==> src/rtl/priv_pkg.sv <==
package priv_pkg;
  localparam int SR_W = 16;

  typedef enum logic [1:0] {
    SR_MOVE = 2'b00,
    SR_AND  = 2'b01,
    SR_OR   = 2'b10,
    SR_EOR  = 2'b11
  } sr_op_e;

  typedef enum logic [1:0] {
    SP_USER   = 2'b00,
    SP_INTR   = 2'b01,
    SP_MASTER = 2'b10
  } sp_sel_e;

  // Result of one status-register instruction on the full register.
  function automatic logic [SR_W-1:0] sr_apply(input sr_op_e op,
                                               input logic [SR_W-1:0] cur,
                                               input logic [SR_W-1:0] imm);
    logic [SR_W-1:0] r;
    unique case (op)
      SR_MOVE: r = imm;
      SR_AND:  r = cur & imm;
      SR_OR:   r = cur | imm;
      default: r = cur ^ imm;
    endcase
    return r;
  endfunction

  function automatic sp_sel_e pick_stack(input logic sup, input logic master);
    if (!sup)        return SP_USER;
    else if (master) return SP_MASTER;
    else             return SP_INTR;
  endfunction

  function automatic logic [2:0] fc_encode(input logic sup, input logic prog);
    return {sup, prog ? 2'b10 : 2'b01};
  endfunction
endpackage

==> src/rtl/priv_access_gate.sv <==
module priv_access_gate (
  input  logic s_bit,
  input  logic exc_enter,
  input  logic wr_req,
  input  logic rte_req,
  input  logic priv_insn,
  output logic wr_ok,
  output logic rte_ok,
  output logic viol
);
  logic allowed;

  assign allowed = s_bit & ~exc_enter;
  assign wr_ok   = wr_req  & allowed;
  assign rte_ok  = rte_req & allowed;
  assign viol    = ~s_bit & ~exc_enter & (wr_req | rte_req | priv_insn);
endmodule

==> src/rtl/priv_sr_reg.sv <==
module priv_sr_reg
  import priv_pkg::*;
#(
  parameter int S_BIT = 13,
  parameter int M_BIT = 12
) (
  input  logic            clk,
  input  logic            rst_n,
  input  logic            wr_ok,
  input  sr_op_e          wr_op,
  input  logic [SR_W-1:0] wr_data,
  input  logic            rte_ok,
  input  logic [SR_W-1:0] rte_val,
  input  logic            exc_enter,
  input  logic            exc_is_irq,
  output logic [SR_W-1:0] sr_q,
  output logic [SR_W-1:0] saved_q,
  output logic            flush_q
);
  localparam logic [SR_W-1:0] RST_SR = SR_W'(1) << S_BIT;

  logic [SR_W-1:0] sr_d;
  logic [SR_W-1:0] exc_sr;

  always_comb begin
    exc_sr        = sr_q;
    exc_sr[S_BIT] = 1'b1;
    if (exc_is_irq) exc_sr[M_BIT] = 1'b0;
  end

  always_comb begin
    if (exc_enter)   sr_d = exc_sr;
    else if (rte_ok) sr_d = rte_val;
    else if (wr_ok)  sr_d = sr_apply(wr_op, sr_q, wr_data);
    else             sr_d = sr_q;
  end

  always_ff @(posedge clk) begin
    if (!rst_n) begin
      sr_q    <= RST_SR;
      saved_q <= '0;
      flush_q <= 1'b0;
    end else begin
      sr_q    <= sr_d;
      flush_q <= wr_ok | rte_ok;
      if (exc_enter) saved_q <= sr_q;
    end
  end
endmodule

==> src/rtl/priv_bus_map.sv <==
module priv_bus_map
  import priv_pkg::*;
(
  input  logic       s_bit,
  input  logic       m_bit,
  input  logic       exc_active,
  input  logic       bus_prog,
  output logic [1:0] sp_sel,
  output logic [2:0] fc
);
  logic sup;

  assign sup    = s_bit | exc_active;
  assign sp_sel = pick_stack(sup, m_bit);
  assign fc     = fc_encode(sup, bus_prog);
endmodule

==> src/rtl/priv_mode_ctl.sv <==
module priv_mode_ctl
  import priv_pkg::*;
#(
  parameter int S_BIT = 13,
  parameter int M_BIT = 12
) (
  input  logic        clk,
  input  logic        rst_n,
  input  logic        sr_wr_valid,
  input  logic [1:0]  sr_wr_op,
  input  logic [15:0] sr_wr_data,
  input  logic        rte_valid,
  input  logic [15:0] rte_sr,
  input  logic        exc_enter,
  input  logic        exc_is_irq,
  input  logic        exc_active,
  input  logic        priv_insn,
  input  logic        bus_prog,
  output logic [15:0] cur_sr,
  output logic [15:0] saved_sr,
  output logic [1:0]  sp_sel,
  output logic [2:0]  fc,
  output logic        priv_viol,
  output logic        flush
);
  logic wr_ok;
  logic rte_ok;

  priv_access_gate u_gate (
    .s_bit     (cur_sr[S_BIT]),
    .exc_enter (exc_enter),
    .wr_req    (sr_wr_valid),
    .rte_req   (rte_valid),
    .priv_insn (priv_insn),
    .wr_ok     (wr_ok),
    .rte_ok    (rte_ok),
    .viol      (priv_viol)
  );

  priv_sr_reg #(.S_BIT(S_BIT), .M_BIT(M_BIT)) u_sr (
    .clk        (clk),
    .rst_n      (rst_n),
    .wr_ok      (wr_ok),
    .wr_op      (sr_op_e'(sr_wr_op)),
    .wr_data    (sr_wr_data),
    .rte_ok     (rte_ok),
    .rte_val    (rte_sr),
    .exc_enter  (exc_enter),
    .exc_is_irq (exc_is_irq),
    .sr_q       (cur_sr),
    .saved_q    (saved_sr),
    .flush_q    (flush)
  );

  priv_bus_map u_map (
    .s_bit      (cur_sr[S_BIT]),
    .m_bit      (cur_sr[M_BIT]),
    .exc_active (exc_active),
    .bus_prog   (bus_prog),
    .sp_sel     (sp_sel),
    .fc         (fc)
  );
endmodule

==> config.mk <==
export PLATFORM = sky130hd
export DESIGN_NAME = priv_mode_ctl
export DESIGN_NICKNAME = d
export VERILOG_FILES = /design/src/rtl/priv_pkg.sv /design/src/rtl/priv_access_gate.sv /design/src/rtl/priv_sr_reg.sv /design/src/rtl/priv_bus_map.sv /design/src/rtl/priv_mode_ctl.sv
export SDC_FILE = /design/constraint.sdc
export NUM_CORES = 1
export LEC_CHECK = 0
export BUFFER_PORTS_ARGS = -buffer_cell sky130_fd_sc_hd__clkbuf_2
export CAP_MARGIN = 30
export CELL_PAD_IN_SITES_DETAIL_PLACEMENT = 2
export CELL_PAD_IN_SITES_GLOBAL_PLACEMENT = 2
export CORE_MARGIN = 1
export CORE_UTILIZATION = 32
export DETAILED_ROUTE_END_ITERATION = 8
export PLACE_DENSITY_LB_ADDON = 0.25
export RECOVER_POWER = 100
export SLEW_MARGIN = 0
export SYNTH_ARGS = -nofsm -noshare
export SYNTH_HDL_FRONTEND = slang
export SYNTH_SLANG_ARGS = --single-unit
==> constraint.sdc <==
create_clock -name clk -period 3.2 [get_ports clk]
set_input_delay 0.16 -clock clk [delete_from_list [all_inputs] [get_ports clk]]
set_output_delay 0.16 -clock clk [all_outputs]
set_load 0.02 [all_outputs]
==> results of run 1 <==
cell usage after synthesis, types with 2 or more instances:
| master | instances |
|---|---|
| inv_1 | 49 |
| dfxtp_1 | 33 |
| ha_1 | 32 |
| nand2_1 | 25 |
| nor2b_1 | 17 |
| mux2i_1 | 16 |
| mux4_1 | 11 |
| a21oi_1 | 10 |
| a21boi_0 | 8 |
| a21boi_1 | 7 |
| o21ai_0 | 7 |
| buf_2 | 6 |
| mux4_2 | 5 |
| o21ai_1 | 5 |
| o221ai_1 | 5 |
| buf_4 | 4 |
| clkbuf_1 | 4 |
| and2_1 | 3 |
| buf_6 | 2 |
| nand2b_1 | 2 |
| nor2_1 | 2 |
| nor3_1 | 2 |
state kept, by name, summed over array words and instances (netlist names):
name / count
u_sr.saved_q: 16
u_sr.sr_q: 16
u_sr.flush_q: 1
power groups by stage:
| stage | sequential [mW] | clock [mW] | combinational, mW |
|---|---|---|---|
| finish | 0.450 | 0.330 | 0.245 |
| global route | 0.454 | 0.352 | 0.272 |
| CTS | 0.451 | 0.341 | 0.258 |
| detailed placement | 0.460 | 0 | 0.255 |
| global placement | 0.460 | 0 | 0.241 |
| floorplan | 0.476 | 0 | 0.150 |
area by class of cell:
type | count | area (sq um) | area share (%)
Sequential cell | 33 | 661 | 22.6
Inverter | 50 | 188 | 6.41
Multi-Input combinational cell | 162 | 1510 | 51.4
Clock inverter | 3 | 17.5 | 0.598
Tap cell | 99 | 124 | 4.23
Clock buffer | 5 | 68.8 | 2.35
Timing Repair Buffer | 82 | 364 | 12.4
routing by layer:
metal,track usage (%),vias up,wire length [um]
met4,4.84,0,83
li1,-,1018,-
met5,0,-,0
met2,33.8,54,3680
met3,3.62,7,305
met1,19.7,1033,3050
cells by family after synthesis:
kind of cell / count (synthesis) / synth area share [%]
muxes: 32 / 22.5
and+or+nand+nor: 56 / 11.2
adders and majority gates: 32 / 16.1
DFF: 33 / 26.5
buffers and inverters: 69 / 13.0
AOI/OAI and AO/OA: 42 / 10.7
final timing paths:
| check | start | to | slack [ns] | cells after the start |
|---|---|---|---|---|
| worst max-delay path | u_sr.sr_q[13] | u_sr.sr_q[6] | 1.01 | 4 |
| worst min register to register | u_sr.sr_q[14] | u_sr.sr_q[14] | 0.51 | 2 |
| worst min-delay path | rte_sr[13] | u_sr.sr_q[13] | 0.18 | 3 |
| worst max register to register | u_sr.sr_q[13] | u_sr.sr_q[6] | 1.01 | 4 |
stage by stage:
step / setup slack (ns) / cells / hold WS (ns) / power [mW]
after global routing: 0.782 / 434 / 0.194 / 1.08
after detailed placement: 1.17 / 426 / 0.471 / 0.715
after floorplan: 1.59 / 264 / 0.313 / 0.626
final: 1.01 / 434 / 0.179 / 1.02
after global placement: 1.26 / 426 / 0.440 / 0.701
after CTS: 1.29 / 434 / 0.156 / 1.05
worst min-delay path, delay by kind of cell:
kind / cells / cell delay (ns)
AO/OA/AOI/OAI: 2 / 0.21
buffers and inverters: 1 / 0.07
==> flow_metrics.env, run 1 <==
export IMPL_cpMaxStageDelayCell="nor2_1"
export IMPL_wire_per_inst_um=16.4
export IMPL_min_period_over_period_pct=68.4
export IMPL_outcome="finished clean"
export IMPL_critical_path_max_stage_delay_ns=0.85
export IMPL_clkLatencyLatePin_ns=0.29
export IMPL_ys_seq_area_share_pct=26.5
export IMPL_clock_sinks=33
export IMPL_drc=0
export IMPL_netlist_area_leader_share_pct=26.5
export IMPL_syn_area_sq_um=2490
export IMPL_cp_num_buf_inv=0
export IMPL_clock_fmax_mhz=457
export IMPL_synthDistinctLibCells=31
export IMPL_crit_chain="nand2b_1, nor2_1, o221ai_1, a21boi_0"
export IMPL_drive_gt1_share_pct=17.3
export IMPL_nNetsFinal=409
export IMPL_clk_pin_slew_ns=0.08
export IMPL_num_rows=31
export IMPL_internal_power_uw=685
export IMPL_cts_hold_buffers_added=0
export IMPL_cts_buffer_depth=2
export IMPL_initial_core_util_pct=33.7
export IMPL_synth_cells=264
export IMPL_syn_avg_cell_area_sq_um=9.45
export IMPL_area_growth_pct=17.5
export IMPL_port_buffers=81
export IMPL_num_io_pins=82
export IMPL_fin_util_pct=39.5
export IMPL_fin_skew_ns=0.00704
export IMPL_power_share_switching_pct=33.1
export IMPL_drt_iter0_drc=45
export IMPL_synth_edf_count=0
export IMPL_path_max_fanout=15
export IMPL_grt_pass1_vias=2240
export IMPL_yosysTopAreaCell="dfxtp_1"
export IMPL_cts_resized=0
export IMPL_clock_power_share_pct=32.2
export IMPL_p_per_area_nw_per_um2=350
export IMPL_grt_overflow_total=0
export IMPL_h_tree_depth=2
export IMPL_postCtsSetupBuffers=0
export IMPL_crit_path_end_kind="flip-flop"
export IMPL_die_area_sq_um=8150
export IMPL_vias_per_cell=4.87
export IMPL_finalHoldViolCount=0
export IMPL_final_area_sq_um=2930
export IMPL_die_w_um=90.3
export IMPL_grt_pass1_wl_mm=11.3
export IMPL_worstMarginPinSlew_ns=1.00
export IMPL_cp_required_ns=3.43
export IMPL_synthArstFlopShare_pct=0
export IMPL_power_frac_comb_pct=23.9
export IMPL_finalCriticalPeriod_ns=2.19
export IMPL_maxCapViolCount=0
export IMPL_ant_nets=0
export IMPL_grt_util_all_layers_pct=17.7
export IMPL_route_vias_total=2112
export IMPL_n_fill_cell=873
export IMPL_yosys_top_cells_area="dfxtp_1 (26%), ha_1 (16%), mux4_1 (12%)"
export IMPL_ys_ff_latch=33
export IMPL_core_sq_um=7410
export IMPL_placed_area_sq_um=2890
export IMPL_drv_slew=0
export IMPL_ir_worst_vdd_mv=0.113
export IMPL_fp_dieH_um=90.3
export IMPL_ys_flop_type="dfxtp_1"
export IMPL_cts_tree="built"
export IMPL_numCtsBuffers=5
export IMPL_grt_max_degree=34
export IMPL_dp_final_hpwl_mm=5.14
export IMPL_sequentialPowerShare_pct=43.9
export IMPL_critical_path_top_delay_family="simple AND/OR/NAND/NOR gates"
export IMPL_final_cell_mix="inv_1 (49), clkbuf_2 (42), clkbuf_1 (39)"
export IMPL_synth_warning_count=0
export IMPL_first_pass_iters=4
export IMPL_globalplace_congestion=0.707
export IMPL_wl_mm=7.12
export IMPL_setup_viol=0
export IMPL_antenna_found_initial=0
export IMPL_hp_class="input port to flip-flop"
export IMPL_worstSetupPathType="flip-flop to flip-flop"
export IMPL_antennaDiodeCount=0
export IMPL_finalSetupTns_ns=0
export IMPL_grt_setup_unrepaired="false"
export IMPL_netSwitchingPower_uw=339
export IMPL_layout_commonest_cell="inv_1"
export IMPL_synth_fp_nets=339
export IMPL_crit_path_start_kind="flip-flop"
export IMPL_power_leakage_nw=1.37
export IMPL_crit_arrival_ns=2.41
export IMPL_cts_root_buf="clkbuf_8"
export IMPL_slew_headroom_pct=32.8
(Power assumes the default switching activity.)
==> run 2: changes to the inputs <==
Settings changed: CORE_UTILIZATION 32 to 27.
Clock period 3.2 ns to 1.9 ns, I/O delays scaled along.
==> flow_metrics.env, run 2 (synthesized netlist as in run 1, its figures left out) <==
export IMPL_numCtsBuffers=5
export IMPL_postLayoutSetupSlackWorst_ns=0.183
export IMPL_clock_power_share_pct=31.2
export IMPL_finalHoldViolCount=0
export IMPL_power_frac_comb_pct=24.6
export IMPL_ir_worst_vdd_mv=0.297
export IMPL_die_w_um=98.1
export IMPL_internal_power_mw=1.16
export IMPL_clock_sinks=33
export IMPL_finalSetupTns_ns=0
export IMPL_cts_buffer_depth=2
export IMPL_worstSetupPathType="flip-flop to flip-flop"
export IMPL_largest_registers="u_sr.saved_q x16, u_sr.sr_q x16, u_sr.flush_q x1"
export IMPL_crit_path_start_kind="flip-flop"
export IMPL_outcome="finished with violations"
export IMPL_critical_path_max_stage_delay_ns=0.49
export IMPL_clock_fmax_mhz=582
export IMPL_cts_root_buf="clkbuf_8"
export IMPL_num_io_pins=82
export IMPL_setup_viol=0
export IMPL_maxCapViolCount=0
export IMPL_slew_headroom_pct=55.8
export IMPL_fp_dieH_um=98.1
export IMPL_cp_required_ns=2.08
export IMPL_drt_iter0_drc=31
export IMPL_placed_area_sq_um=2960
export IMPL_globalplace_congestion=0.726
export IMPL_netSwitchingPower_uw=547
export IMPL_drc=7
export IMPL_grt_max_degree=34
export IMPL_final_cell_mix="inv_1 (49), clkbuf_2 (42), clkbuf_1 (40)"
export IMPL_die_area_sq_um=9620
export IMPL_final_area_sq_um=2990
export IMPL_clkLatencyLatePin_ns=0.29
export IMPL_h_tree_depth=2
export IMPL_crit_path_end_kind="flip-flop"
export IMPL_ant_nets=0
export IMPL_port_buffers=81
export IMPL_drive_gt1_share_pct=19.0
export IMPL_path_max_fanout=8
export IMPL_first_pass_iters=6
export IMPL_area_growth_pct=20.0
export IMPL_p_per_area_nw_per_um2=572
export IMPL_dp_final_hpwl_mm=5.33
export IMPL_antenna_found_initial=0
export IMPL_grt_pass1_vias=2261
export IMPL_cts_resized=0
export IMPL_num_rows=34
export IMPL_postCtsSetupBuffers=0
export IMPL_initial_core_util_pct=28.2
export IMPL_drv_slew=0
export IMPL_nNetsFinal=416
export IMPL_fin_skew_ns=0.00540
export IMPL_grt_util_all_layers_pct=15.5
export IMPL_cpMaxStageDelayCell="dfxtp_1"
export IMPL_grt_pass1_wl_mm=11.6
export IMPL_power_leakage_nw=1.41
export IMPL_cts_hold_buffers_added=0
export IMPL_violations="DRC"
export IMPL_cts_tree="built"
export IMPL_wl_mm=6.96
export IMPL_grt_overflow_total=0
export IMPL_worstMarginPinSlew_ns=0.663
export IMPL_layout_commonest_cell="inv_1"
export IMPL_hp_class="input port to flip-flop"
export IMPL_finalCriticalPeriod_ns=1.72
export IMPL_vias_per_cell=4.69
export IMPL_dp_cells=442
export IMPL_clk_pin_slew_ns=0.07
export IMPL_crit_chain="inv_1, ha_1, mux4_2, nor3b_1, o21ai_0"
export IMPL_power_share_switching_pct=32.0
export IMPL_route_vias_total=2109
export IMPL_core_sq_um=8850
export IMPL_wire_per_inst_um=15.5
export IMPL_min_period_over_period_pct=90.4
export IMPL_sequentialPowerShare_pct=44.2
export IMPL_pre_cts_slack_ns=0.201
export IMPL_final_cells=450
export IMPL_crit_arrival_ns=1.89
export IMPL_antennaDiodeCount=0
export IMPL_grt_setup_unrepaired="false"
run 2: changes by cell type in the layout (fill, tap and decap cells not counted), sizes merged:
cell	delta
buf	+7
clkbuf	+1
clkinvlp	-1
run 2: layout make-up:
cell class / instances / area [sq um]
clock buffers: 6 / 72.6
clock inverters: 2 / 10.0
fillers: 1060 / 5860
inverters: 50 / 188
multi-input cells: 162 / 1510
flip-flops and latches: 33 / 661
well taps: 108 / 135
repair buffers: 89 / 417
run 2: power groups by stage:
stage	logic (mW)	clock network, mW	registers (mW)
2_1_floorplan	0.253	0	0.802
3_3_place_gp	0.425	0	0.772
3_5_place_dp	0.444	0	0.774
4_1_cts	0.446	0.564	0.758
5_1_grt	0.477	0.596	0.763
6_report	0.421	0.534	0.757
run 2: metal layers:
metal / GRT usage (%) / routed length [um] / part of all wire, % / vias to the layer above
li1: - / - / - / 1026
met1: 18.6 / 3080 / 44 / 1027
met2: 28.0 / 3490 / 50 / 51
met3: 3.36 / 323 / 4.6 / 5
met4: 3.85 / 73 / 1.0 / 0
met5: 0 / 0 / 0 / -
run 2: path summary, 6_finish.rpt:
check | startpoint | endpoint | slack [ns] | cells after the start
setup reg to reg | u_sr.sr_q[13] | u_sr.sr_q[13] | 0.18 | 5
setup / recovery | u_sr.sr_q[13] | u_sr.sr_q[13] | 0.18 | 5
hold / removal | rte_sr[13] | u_sr.sr_q[13] | 0.10 | 3
hold reg to reg | u_sr.saved_q[15] | u_sr.saved_q[15] | 0.52 | 2
run 2: critical path, delay by kind of cell, from the launching register on:
family | cells | cell delay, ns
DFF | 1 | 0.49
muxes | 1 | 0.46
adders and majority gates | 1 | 0.28
and+or+nand+nor | 1 | 0.18
AOI/OAI and AO/OA | 1 | 0.10
buffers and inverters | 1 | 0.08
run 2: stage by stage:
step	power (mW)	hold WS [ns]	utilization, %
2_1_floorplan	1.05	0.248	-
3_3_place_gp	1.20	0.392	33.4
3_5_place_dp	1.22	0.387	33.4
4_1_cts	1.77	0.0809	34.4
5_1_grt	1.84	0.137	33.8
6_report	1.71	0.102	33.8
==> run 3: changes to the inputs <==
Settings changed: ABC_AREA from default to 1, CORE_UTILIZATION 27 to 23.
==> flow_metrics.env, run 3 <==
export IMPL_drv_slew=0
export IMPL_numCtsBuffers=5
export IMPL_ir_worst_vdd_mv=0.200
export IMPL_grt_util_all_layers_pct=16.4
export IMPL_power_leakage_nw=1.45
export IMPL_syn_avg_cell_area_sq_um=6.49
export IMPL_power_share_switching_pct=35.2
export IMPL_core_sq_um=9910
export IMPL_antenna_found_initial=0
export IMPL_clkLatencyLatePin_ns=0.29
export IMPL_fin_hold_ws_ns=0.113
export IMPL_post_synth_top_count_cell="nand2_1"
export IMPL_finalHoldViolCount=0
export IMPL_antennaDiodeCount=0
export IMPL_vias_per_cell=4.52
export IMPL_yosysTopAreaCell="dfxtp_1"
export IMPL_maxCapViolCount=0
export IMPL_cts_root_buf="clkbuf_8"
export IMPL_clock_sinks=33
export IMPL_fp_dieH_um=104
export IMPL_sequentialPowerShare_pct=42.3
export IMPL_finalCriticalPeriod_ns=1.55
export IMPL_ys_flop_type="dfxtp_1"
export IMPL_highest_layer="met4"
export IMPL_outcome="finished clean"
export IMPL_pre_cts_slack_ns=0.318
export IMPL_grt_pass1_wl_mm=13.9
export IMPL_nNetsFinal=514
export IMPL_synth_fp_nets=441
export IMPL_port_buffers=81
export IMPL_slew_headroom_pct=57.2
export IMPL_dp_final_hpwl_mm=6.21
export IMPL_cts_hold_buffers_added=0
export IMPL_synthArstFlopShare_pct=0
export IMPL_crit_path_end_kind="flip-flop"
export IMPL_wl_met1_mm=3.97
export IMPL_globalplace_congestion=0.727
export IMPL_clock_fmax_mhz=646
export IMPL_final_cells=572
export IMPL_internal_power_mw=1.18
export IMPL_postLayoutSetupSlackWorst_ns=0.351
export IMPL_n_fill_cell=1290
export IMPL_drc=0
export IMPL_route_vias_total=2585
export IMPL_ant_nets=0
export IMPL_area_growth_pct=22.4
export IMPL_dp_cells=565
export IMPL_cts_resized=0
export IMPL_die_w_um=104
export IMPL_num_rows=36
export IMPL_worstMarginPinSlew_ns=0.637
export IMPL_ys_ff_latch=33
export IMPL_cp_required_ns=2.13
export IMPL_finalSetupTns_ns=0
export IMPL_syn_area_sq_um=2380
export IMPL_crit_path_start_kind="flip-flop"
export IMPL_h_tree_depth=2
export IMPL_initial_core_util_pct=24.0
export IMPL_wire_per_inst_um=15.0
export IMPL_wl_mm=8.55
export IMPL_synthTopCellsByCount="nand2_1 (93), inv_1 (51), nor2_1 (36)"
export IMPL_met2_length_mm=4.28
export IMPL_yosys_top_cells_area="dfxtp_1 (28%), ha_1 (17%), nand2_1 (15%)"
export IMPL_synth_warning_count=0
export IMPL_fin_skew_ns=0.0123
export IMPL_p_per_area_nw_per_um2=627
export IMPL_final_area_sq_um=2910
export IMPL_num_io_pins=82
export IMPL_crit_arrival_ns=1.78
export IMPL_drt_iter0_drc=47
export IMPL_layout_commonest_cell="nand2_1"
export IMPL_grt_pass1_vias=2672
export IMPL_drive_gt1_share_pct=14.1
export IMPL_ys_seq_area_share_pct=27.8
export IMPL_grt_overflow_total=0
export IMPL_final_cell_mix="nand2_1 (93), inv_1 (51), clkbuf_2 (42)"
export IMPL_met3WireLength_um=210
export IMPL_power_frac_comb_pct=26.2
export IMPL_netlist_area_leader_share_pct=27.8
export IMPL_grt_max_degree=36
export IMPL_synthDistinctLibCells=18
export IMPL_first_pass_iters=4
export IMPL_postCtsSetupBuffers=0
export IMPL_clk_pin_slew_ns=0.08
export IMPL_clock_power_share_pct=31.6
export IMPL_worstSetupPathType="flip-flop to flip-flop"
export IMPL_die_area_sq_um=10700
export IMPL_grt_setup_unrepaired="false"
export IMPL_path_max_fanout=31
export IMPL_netSwitchingPower_uw=642
export IMPL_synth_edf_count=0
export IMPL_largest_registers="u_sr.saved_q x16, u_sr.sr_q x16, u_sr.flush_q x1"
export IMPL_cts_buffer_depth=2
export IMPL_placed_area_sq_um=2870
export IMPL_setup_viol=0
export IMPL_min_period_over_period_pct=81.5
export IMPL_hp_class="input port to flip-flop"
export IMPL_synth_cells=366
export IMPL_cts_tree="built"
-- run 3: cell count changes in the layout (fill, tap and decap cells not counted), moves of 10 or more --
cell / change
nand2_1: +68
nor2_1: +34
a21oi_1: +24
o21ai_0: +21
nand3_1: +20
nor2b_1: -17
mux2i_1: -16
mux4_1: -11
a21boi_0: -10
-- run 3: cells by family (layout without fill, tap and decap cells) --
kind of cell	Yosys count	count (layout)	synth area share (%)
AND/OR/NAND/NOR	159	159	27.5
AO/OA/AOI/OAI	68	68	14.4
adder cells (fa/ha/maj)	32	32	16.9
flip-flops	33	33	27.8
buffers and inverters	74	147	13.4
-- run 3: final cells by class --
cell class / count / area (sq um) / share of cell area, %
clock buffers: 7 / 86.3 / 2.97
inverters: 54 / 203 / 6.97
multi-input cells: 259 / 1400 / 48.1
flip-flops and latches: 33 / 661 / 22.7
well taps: 133 / 166 / 5.72
repair buffers: 86 / 394 / 13.6
-- run 3: power by group through the flow --
stage | Combinational, mW | Sequential [mW] | Clock, mW
after floorplan | 0.263 | 0.829 | 0
after global placement | 0.492 | 0.786 | 0
after detailed placement | 0.503 | 0.788 | 0
after CTS | 0.508 | 0.772 | 0.600
after global routing | 0.544 | 0.779 | 0.625
final | 0.477 | 0.771 | 0.575
-- run 3: worst max-delay path, cell delays in order (launching register included) --
cell     delay (ns)
dfxtp_1        0.43
inv_1          0.17
nor2_1         0.16
nand2_1        0.07
buf_4          0.24
nor2_1         0.21
nand2_1        0.08
a21oi_1        0.11
-- run 3: worst paths after layout --
check / to / slack, ns / cells after the start / start
min reg2reg: u_sr.sr_q[3] / 0.51 / 2 / u_sr.sr_q[3]
max reg2reg: u_sr.sr_q[15] / 0.35 / 7 / u_sr.sr_q[13]
max: u_sr.sr_q[15] / 0.35 / 7 / u_sr.sr_q[13]
min: u_sr.sr_q[12] / 0.11 / 4 / exc_is_irq
-- run 3: metal layers --
layer | vias to the layer above | global-route usage [%]
li1 | 1283 | -
met1 | 1251 | 20.8
met2 | 44 | 29.3
met3 | 7 | 1.89
met4 | 0 | 4.24
met5 | - | 0
-- run 3: stage by stage --
| step | total power, mW | utilization [%] |
|---|---|---|
| after floorplan | 1.09 | - |
| after global placement | 1.28 | 29.0 |
| after detailed placement | 1.29 | 29.0 |
| after CTS | 1.88 | 29.8 |
| after global routing | 1.95 | 29.3 |
| final | 1.82 | 29.3 |
